$ cat config.mk
export PLATFORM = sky130hd
export DESIGN_NAME = pcicfg_xlate
export DESIGN_NICKNAME = d
export VERILOG_FILES = /design/src/rtl/pcicfg_pkg.sv /design/src/rtl/pcicfg_areg.sv /design/src/rtl/pcicfg_conv.sv /design/src/rtl/pcicfg_irq_swz.sv /design/src/rtl/pcicfg_xlate.sv
export SDC_FILE = /design/constraint.sdc
export NUM_CORES = 1
export LEC_CHECK = 0
export BUFFER_PORTS_ARGS = -buffer_cell sky130_fd_sc_hd__buf_2
export CAP_MARGIN = 20
export CORE_MARGIN = 8
export CORE_UTILIZATION = 44
export DETAILED_ROUTE_END_ITERATION = 6
export PLACE_DENSITY_LB_ADDON = 0.08
export SLEW_MARGIN = 30
export SYNTH_ARGS = -nofsm -noshare
export SYNTH_HDL_FRONTEND = slang
export SYNTH_SLANG_ARGS = --single-unit
$ cat constraint.sdc
create_clock -name clk -period 2.1 [get_ports clk]
set_input_delay 0.21 -clock clk [delete_from_list [all_inputs] [get_ports clk]]
set_output_delay 0.21 -clock clk [all_outputs]
set_load 0.1 [all_outputs]
$ cat src/rtl/pcicfg_pkg.sv
package pcicfg_pkg;
  localparam int DW     = 32;
  localparam int NBYTES = DW / 8;
  localparam int SLOT_W = 5;

  typedef enum logic [1:0] {
    FMT_RAW = 2'd0,
    FMT_T1  = 2'd1,
    FMT_T0  = 2'd2
  } fmt_e;

  typedef enum logic [1:0] {
    S_IDLE = 2'd0,
    S_REQ  = 2'd1,
    S_WAIT = 2'd2,
    S_DONE = 2'd3
  } acc_state_e;

  function automatic logic [NBYTES-1:0] lane_mask(input logic [1:0] sz, input logic [1:0] off);
    case (sz)
      2'd0:    return 4'b0001 << off;
      2'd1:    return off[1] ? 4'b1100 : 4'b0011;
      default: return 4'b1111;
    endcase
  endfunction
endpackage

$ cat src/rtl/pcicfg_areg.sv
module pcicfg_areg
  import pcicfg_pkg::*;
(
  input  logic              clk,
  input  logic              rst_n,
  input  logic              wr_en,
  input  logic [NBYTES-1:0] be,
  input  logic [DW-1:0]     wdata,
  output logic [DW-1:0]     q
);
  for (genvar b = 0; b < NBYTES; b++) begin : g_lane
    always_ff @(posedge clk) begin
      if (!rst_n)
        q[8*b +: 8] <= '0;
      else if (wr_en && be[b])
        q[8*b +: 8] <= wdata[8*b +: 8];
    end
  end

  AST_AREG_RST_ZERO: assert property (@(posedge clk) disable iff (!rst_n)
    $rose(rst_n) |-> q == '0);
endmodule

$ cat src/rtl/pcicfg_conv.sv
module pcicfg_conv
  import pcicfg_pkg::*;
#(
  parameter int IDSEL_LO = 11
) (
  input  logic [DW-1:0] cfg_reg,
  input  logic [2:0]    off,
  output logic [DW-1:0] addr,
  output fmt_e          fmt,
  output logic          abort
);
  logic              found;
  logic [SLOT_W-1:0] slot;

  always_comb begin
    found = 1'b0;
    slot  = '0;
    for (int i = DW - 1; i >= IDSEL_LO; i--) begin
      if (cfg_reg[i]) begin
        found = 1'b1;
        slot  = SLOT_W'(i);
      end
    end
  end

  always_comb begin
    if (cfg_reg[DW-1])   fmt = FMT_RAW;
    else if (cfg_reg[0]) fmt = FMT_T1;
    else                 fmt = FMT_T0;
  end

  always_comb begin
    case (fmt)
      FMT_RAW: addr = cfg_reg | {{(DW-2){1'b0}}, off[1:0]};
      FMT_T1:  addr = {cfg_reg[DW-1:3], off};
      default: addr = {{(DW-16){1'b0}}, slot, cfg_reg[10:8], cfg_reg[7:3], off};
    endcase
  end

  assign abort = (fmt == FMT_T0) && !found;
endmodule

$ cat src/rtl/pcicfg_irq_swz.sv
module pcicfg_irq_swz #(
  parameter int NUM_DEV    = 4,
  parameter int PINS       = 4,
  parameter int LINES      = 4,
  parameter int FIRST_SLOT = 12
) (
  input  logic [NUM_DEV*PINS-1:0] dev_irq,
  output logic [LINES-1:0]        irq_line
);
  always_comb begin
    irq_line = '0;
    for (int d = 0; d < NUM_DEV; d++) begin
      for (int p = 0; p < PINS; p++) begin
        if (dev_irq[d*PINS+p])
          irq_line[(FIRST_SLOT + d + p) % LINES] = 1'b1;
      end
    end
  end
endmodule

$ cat src/rtl/pcicfg_xlate.sv
module pcicfg_xlate
  import pcicfg_pkg::*;
#(
  parameter int OFF_W      = 12,
  parameter int NUM_DEV    = 4,
  parameter int FIRST_SLOT = 12,
  parameter int IDSEL_LO   = 11,
  localparam int PINS      = 4,
  localparam int LINES     = 4
) (
  input  logic                    clk,
  input  logic                    rst_n,
  input  logic                    h_valid,
  output logic                    h_ready,
  input  logic                    h_win,
  input  logic                    h_write,
  input  logic [OFF_W-1:0]        h_off,
  input  logic [1:0]              h_size,
  input  logic [DW-1:0]           h_wdata,
  output logic [DW-1:0]           h_rdata,
  output logic                    dn_valid,
  input  logic                    dn_ready,
  output logic                    dn_write,
  output logic [DW-1:0]           dn_addr,
  output logic [1:0]              dn_size,
  output logic [DW-1:0]           dn_wdata,
  input  logic                    dn_rvalid,
  input  logic [DW-1:0]           dn_rdata,
  input  logic [NUM_DEV*PINS-1:0] dev_irq,
  output logic [LINES-1:0]        irq_line
);
  acc_state_e    state;
  logic [DW-1:0] cfg_reg;
  logic [DW-1:0] conv_addr;
  fmt_e          conv_fmt;
  logic          conv_abort;
  logic [DW-1:0] rdata_q;
  logic          acc_reg, acc_data;

  assign acc_reg  = h_valid && !h_win && (state == S_IDLE);
  assign acc_data = h_valid &&  h_win && (state == S_IDLE);

  pcicfg_areg u_areg (
    .clk   (clk),
    .rst_n (rst_n),
    .wr_en (acc_reg && h_write),
    .be    (lane_mask(h_size, h_off[1:0])),
    .wdata (h_wdata),
    .q     (cfg_reg)
  );

  pcicfg_conv #(.IDSEL_LO(IDSEL_LO)) u_conv (
    .cfg_reg (cfg_reg),
    .off     (h_off[2:0]),
    .addr    (conv_addr),
    .fmt     (conv_fmt),
    .abort   (conv_abort)
  );

  pcicfg_irq_swz #(
    .NUM_DEV    (NUM_DEV),
    .PINS       (PINS),
    .LINES      (LINES),
    .FIRST_SLOT (FIRST_SLOT)
  ) u_swz (
    .dev_irq  (dev_irq),
    .irq_line (irq_line)
  );

  always_ff @(posedge clk) begin
    if (!rst_n) begin
      state    <= S_IDLE;
      dn_addr  <= '0;
      dn_write <= 1'b0;
      dn_size  <= '0;
      dn_wdata <= '0;
      rdata_q  <= '0;
    end else begin
      case (state)
        S_IDLE: if (acc_data) begin
          dn_addr  <= conv_addr;
          dn_write <= h_write;
          dn_size  <= h_size;
          dn_wdata <= h_wdata;
          if (conv_abort) begin
            rdata_q <= '1;
            state   <= S_DONE;
          end else begin
            state <= S_REQ;
          end
        end
        S_REQ:  if (dn_ready) state <= S_WAIT;
        S_WAIT: if (dn_rvalid) begin
          rdata_q <= dn_rdata;
          state   <= S_DONE;
        end
        default: state <= S_IDLE;
      endcase
    end
  end

  assign dn_valid = (state == S_REQ);
  assign h_ready  = acc_reg || (state == S_DONE);

  always_comb begin
    if (acc_reg)                h_rdata = cfg_reg;
    else if (state == S_DONE)   h_rdata = rdata_q;
    else                        h_rdata = '0;
  end

  AST_READY_NEEDS_VALID: assert property (@(posedge clk) disable iff (!rst_n)
    h_ready |-> h_valid);
  AST_DN_HOLD: assert property (@(posedge clk) disable iff (!rst_n)
    dn_valid && !dn_ready |=> dn_valid && $stable(dn_addr) && $stable(dn_write) && $stable(dn_wdata));
  AST_ABORT_NO_REQ: assert property (@(posedge clk) disable iff (!rst_n)
    acc_data && conv_abort |=> !dn_valid && h_ready);
  AST_T0_SLOT_HIT: assert property (@(posedge clk) disable iff (!rst_n)
    (conv_fmt == FMT_T0) && !conv_abort |-> cfg_reg[conv_addr[15:11]] && conv_addr[15:11] >= 5'(IDSEL_LO));
  AST_REG_QUIET: assert property (@(posedge clk) disable iff (!rst_n)
    state != S_IDLE |=> $stable(cfg_reg));
  AST_IRQ_QUIET: assert property (@(posedge clk) disable iff (!rst_n)
    dev_irq == '0 |-> irq_line == '0);
  AST_IRQ_COUNT: assert property (@(posedge clk) disable iff (!rst_n)
    $countones(irq_line) <= $countones(dev_irq));
endmodule

**Word-level counts from Yosys, hierarchy flattened**

Cells that the tools add are included.
W data, S select, Z words.

- Word-level logic and storage cells: 116
- Input port bits: 101
- Output and inout port bits: 105
- Bits in registers: 133

- Eq/ne operators: 10
- Bitwise operators: 1
- Shift operators: 1
- Multiplexer cells: 74
- Reduce and logical (&&, ||, !) cells: 20

Operator list:

| cell | count |
|---|---|
| $mux W32 | 5 |
| $pmux W32 S2 | 2 |
| $mux W5 | 21 |
| $mux W1 | 37 |
| $or A32 B2 Y32 | 1 |
| $mux W2 | 6 |
| $logic_and A1 B1 Y1 | 10 |
| $pmux W4 S2 | 1 |
| $eq A2 B1 Y1 const B | 3 |
| $eq A2 B2 Y1 const B | 3 |
| $logic_not A2 Y1 | 3 |
| $ne A2 B2 Y1 const B | 3 |
| $pmux W2 S3 | 1 |
| $mux W4 | 1 |
| $reduce_and A4 Y1 | 1 |
| $shl A1 B2 Y4 const A | 1 |
| $reduce_and A3 Y1 | 1 |
| $logic_not A1 Y1 | 2 |
| $ne A2 B1 Y1 const B | 1 |
| $reduce_and A2 Y1 | 1 |
| $reduce_bool A2 Y1 | 1 |
| $logic_or A1 B1 Y1 | 1 |

**Longest topological paths before layout**

- Word-level depth: 26
- Mapped depth: 9
- Gate-level depth less buffers: 7

**By module**

Synthesis repeated with hierarchy kept, for this count alone.

- Cell total of the unflattened synthesis: 749
- Area total of the unflattened synthesis: 6,229.7 um2

By module, submodules not included:

| module | instances | cells an instance | area each (um2) | sequential area each (um2) |
|---|---|---|---|---|
| pcicfg_xlate | 1 | 512 | 4,246.6 | 2,021.9 |
| pcicfg_areg | 1 | 151 | 1,426.4 | 640.6 |
| pcicfg_conv | 1 | 82 | 526.8 | 0.0 |
| pcicfg_irq_swz | 1 | 4 | 30.0 | 0.0 |

**Worst setup path before layout**

OpenSTA, ideal clock, no wires.

- Path type: register -> output
- Start: register state[0]
- End: output h_rdata[14]
- Data arrival time: 3.272 ns
- Path slack: -1.382 ns
- Data required time: 1.890 ns
- Buffers on the path: 2
- Stages on the path, launching flop included: 7
- Cells stage by stage: dfxtp_1 inv_1 ha_1 buf_2 nand3b_1 clkbuf_1 o21ai_0

- Longest elaborated chain between the ends: 3
- Elaborated cells on any way between the ends: 5
- Those cells by class: 1 x eq/ne; 2 x mux; 2 x reduce/logical

RTL lines:

| what | line | text |
|---|---|---|
| start, declared | pcicfg_xlate.sv:32 | `acc_state_e state;` |
| start signal, assigned | pcicfg_xlate.sv:72 | `state <= S_IDLE;` |
| start signal, assigned | pcicfg_xlate.sv:87 | `state <= S_DONE;` |
| start signal, assigned | pcicfg_xlate.sv:89 | `state <= S_REQ;` |
| $eq A2 B2 Y1 or $logic_not A2 Y1 (tied branches) | pcicfg_xlate.sv:107, pcicfg_xlate.sv:40 |  |
| $mux W32 or $logic_and A1 B1 Y1 (tied branches) | pcicfg_xlate.sv:107, pcicfg_xlate.sv:40 |  |
| $mux W32 * | pcicfg_xlate.sv:106 | `if (acc_reg) h_rdata = cfg_reg;` |
| end, declared | pcicfg_xlate.sv:20 | `output logic [DW-1:0] h_rdata,` |

Mark *: on every way between the ends. The rest lies on a longest branch, timed or not.

**Worst setup path after layout**

- Start: register u_areg.q[19]
- End: register rdata_q[21]

- Longest elaborated chain between the ends: 13

RTL lines:

| what | line | text |
|---|---|---|
| start, declared | pcicfg_areg.sv:9 | `output logic [DW-1:0] q` |
| start signal, assigned by index | pcicfg_areg.sv:16 | `q[8*b +: 8] <= wdata[8*b +: 8];` |
| $mux W1 (9 in series) | pcicfg_conv.sv:19 | `if (cfg_reg[i]) begin` |
| $logic_not A1 Y1 | pcicfg_conv.sv:40 | `assign abort = (fmt == FMT_T0) && !found;` |
| $logic_and A1 B1 Y1 | pcicfg_conv.sv:40 |  |
| $ne A2 B2 Y1 (no line) | -- |  |
| $reduce_and A4 Y1 (no line) | -- |  |
| end signal, assigned | pcicfg_xlate.sv:94 | `rdata_q <= dn_rdata;` |
| end, declared | pcicfg_xlate.sv:37 | `logic [DW-1:0] rdata_q;` |

No other way between the ends.
A chain may end at the register's enable or synchronous reset.

==> impl_results.md <==
- Nets: 1004
- Io pins: approximately 210
- Startpoint types: flop
- Clock latency on the worst-skew pair: between 400 and 500 ps
- Vias in the first global route: between 5000 and 6000
- Setup TNS: -4740 ps
- Final core area utilization: 0.726
- Wire per inst: 18.7 µm
- CTS root buf: clkbuf_16
- Routed Wire Length: roughly 20000 µm
- Detailed router's first-iteration violation count: 455
- Failing checks: setup timing
- Cell area after synthesis: approximately 5500 µm²
- Syn_area_per_cell: approximately 8 µm²
- N_diodes: 0
- Post-synthesis cell type count: 46
- Hold Path Class: in -> reg
- Synthesized instance count: ~670
- Hold wc startpoint: h_wdata[4]
- Max transition margin: 0.578
- First-pass GRT wire length: 30300 µm
- Clock sinks: 133
- Core area: around 12000 µm²
- Seq cells post-synth: around 130
- Setup CP Type: reg -> reg
- Initial Util: 0.444
- Gr usage total: 0.234
- Achievable Freq: approximately 440 MHz
- CTS max path bufs: 2
- Peak supply drop: about 0.51 mV
- Max-slew violations: 0
- Area Overhead vs Synth: 63.4%
- Via-to-Cell Ratio: around 5.5
- Port Buf Inserts: roughly 200
- Row count: 41
- H-Tree Depth: 4
- EDFF count, synth: 0
- Pin count of the biggest net entering global routing: 96
- Number of synthesis warnings: 0
- CTS tree: yes
- GPL Wtd Cong: 0.835
- Actual slew at the worst max-slew pin: around 630 ps
- Clock Skew: 7.08 ps
- Critical path required time: 2460 ps
- RSZ-0062 raised after global routing: yes
- Vias: about 5900
- Die X: 128 µm
- Post-synth top area cell: dfxtp_1
- Final Hold Viols: 0
- Die height: 128 µm
- Worst Path Buf+Inv: 2
- Max incr delay on CP: around 540 ps
- Crit. Startpoint: u_areg.q[19]$_SDFFE_PN0P_
- Critical path arrival: ~2600 ps
- Mapped Nets: between 700 and 800
- Reg-to-Reg Start: u_areg.q[19]$_SDFFE_PN0P_
- Worst-path cell chain: or4_4 -> nor4_4 -> nand4_2 -> a211oi_4 -> buf_4 -> buf_12 -> o221a_1
- Dominant synthesized flop cell: dfxtp_1
- LEAKAGE: just under 0.004 µW
- Gr ovfl total: 0
- Pre-antenna DRT Iters: 5
- Tcrit/Tclk final: 1.08
- CTS clk-pin slew, worst paths: approximately 60 ps
- Num CTS Buffers: 17
- Pwr dens: ~1100 nW/µm²
- Outcome: finished, violations left
- Max Cap Viol: 0
- Setup WS post-layout: -169 ps
- Most common cell in the netlist: nand2_1
- Crit path capture type: flop
- Commonest cells in the synthesized netlist: 176 x nand2_1, 133 x dfxtp_1, 77 x a21oi_1, 49 x nand3_1, 45 x nor2_1
- Share of cells above drive strength 1: 0.440
- Post-synth ARST share: 0
- Crit path time final: between 2000 and 2500 ps
- Final setup violation count: 63
- CP Max Fanout: 16
- Register area share after synthesis: 0.481
- DIE AREA: 16400 µm²
- Hpwl dp: 13400 µm
- CTS Hold Bufs: 0
- Top post-synthesis cells by area: dfxtp_1 48%, nand2_1 12%, a21oi_1 7.0%, mux2i_1 4.5%, nand3_1 4.4%
- Yosys top cell area share: 0.481
- Cell at the slowest stage of the critical path: or4_4
- DR DRC count: 0
- DRT antenna net count: 0
- Initial antenna violation count: 0
- CP top delay family: simple AND/OR/NAND/NOR gates
## path summary, 6_finish.rpt
check                           cells past startpoint                  endpoint  slack [ps]
worst min-delay path                                3  dn_wdata[4]$_SDFFE_PN0P_          30
worst max-delay path                                7  rdata_q[21]$_SDFFE_PN0P_        -170
worst min register to register                      2  dn_addr[29]$_SDFFE_PN0P_         450
worst max register to register                      7  rdata_q[21]$_SDFFE_PN0P_        -170
## area by class of cell
type / instances / area (µm²)
timing repair buffer: 259 / 2220
inverter: 8 / 30.0
fill: 946 / 3410
multi-input combinational: 480 / 3360
sequential: 133 / 2670
tap: 172 / 215
clock buffer: 21 / 480
clock inverter: 11 / 76.3
## worst register-to-register path, stage by stage (launching register included)
cell,delay [ps]
dfxtp_2,310
or4_4,540
nor4_4,370
nand4_2,180
a211oi_4,250
buf_4,160
buf_12,160
o221a_1,220
## flip-flops by register name, indices dropped and copies added (netlist names)
register and flops:
dn_size 2, dn_wdata 32, state 2, u_areg.q 32
rdata_q 32, dn_write 1, dn_addr 32
## cells by family (layout without fill, tap and decap cells)
logic type      Yosys count  in the layout  synth area share
buf+inv                  59            299            0.0452
simple gates            301            301             0.236
fa+ha+maj                 4              4           0.00903
compound gates          150            150             0.184
flops                   133            133             0.481
mux                      25             25            0.0452
## where the power goes
| part | internal [µW] | switching, µW |
|---|---|---|
| clock | 1630 | 1120 |
| sequential | 2930 | 354 |
| combinational | 1570 | 2420 |
| total | 6120 | 3880 |
## routing by layer
layer / up-vias / track usage / share of wire
met3: 37 / 0.0857 / 0.093
met5: - / 0 / 0
li1: 2807 / - / -
met4: 0 / 0.0930 / 0.021
met2: 235 / 0.400 / 0.50
met1: 2834 / 0.259 / 0.38
## metrics by stage
stage	instance area [µm²]	std cells	power (µW)	setup slack, ps	hold WS (ps)
after floorplan	5780	672	5620	-130	339
after global placement	7630	1029	6340	-103	437
after detailed placement	7630	1029	6430	-163	441
after CTS	8610	1079	9660	-139	27.4
after global routing	9050	1084	10400	-237	34.5
final	9050	1084	10000	-169	34.5
## cells in the final DEF, fill, tap and decap left out, types with 3 or more instances in the layout
cell / count
dfxtp_1: 130
buf_2: 163
a21oi_1: 77
nand3_4: 23
buf_12: 41
o21ai_0: 17
nand2_1: 136
o221a_2: 3
clkbuf_16: 21
or4_4: 3
buf_6: 6
or4_1: 6
mux2i_1: 25
nand2_4: 24
o21ai_4: 3
dfxtp_2: 3
clkinvlp_4: 4
buf_4: 39
a31oi_1: 3
clkbuf_8: 4
clkinv_2: 4
o221a_1: 17
ha_1: 3
nor2_1: 44
o221a_4: 12
inv_1: 5
nand2_2: 16
nand2b_1: 3
buf_8: 3
nand3_2: 10
a211oi_1: 4
nor3_1: 5
inv_2: 3
buf_16: 3
nand3_1: 16
## what timing repair did
item | 4_1_cts | 5_1_grt
setup buffers | 11 | 3
gates cloned | 7 | 4
pin swaps | 29 | 35
resized for setup | 50 | 74
setup endpoints to repair | 65 | 82
Power figures use the tool's default switching activity.
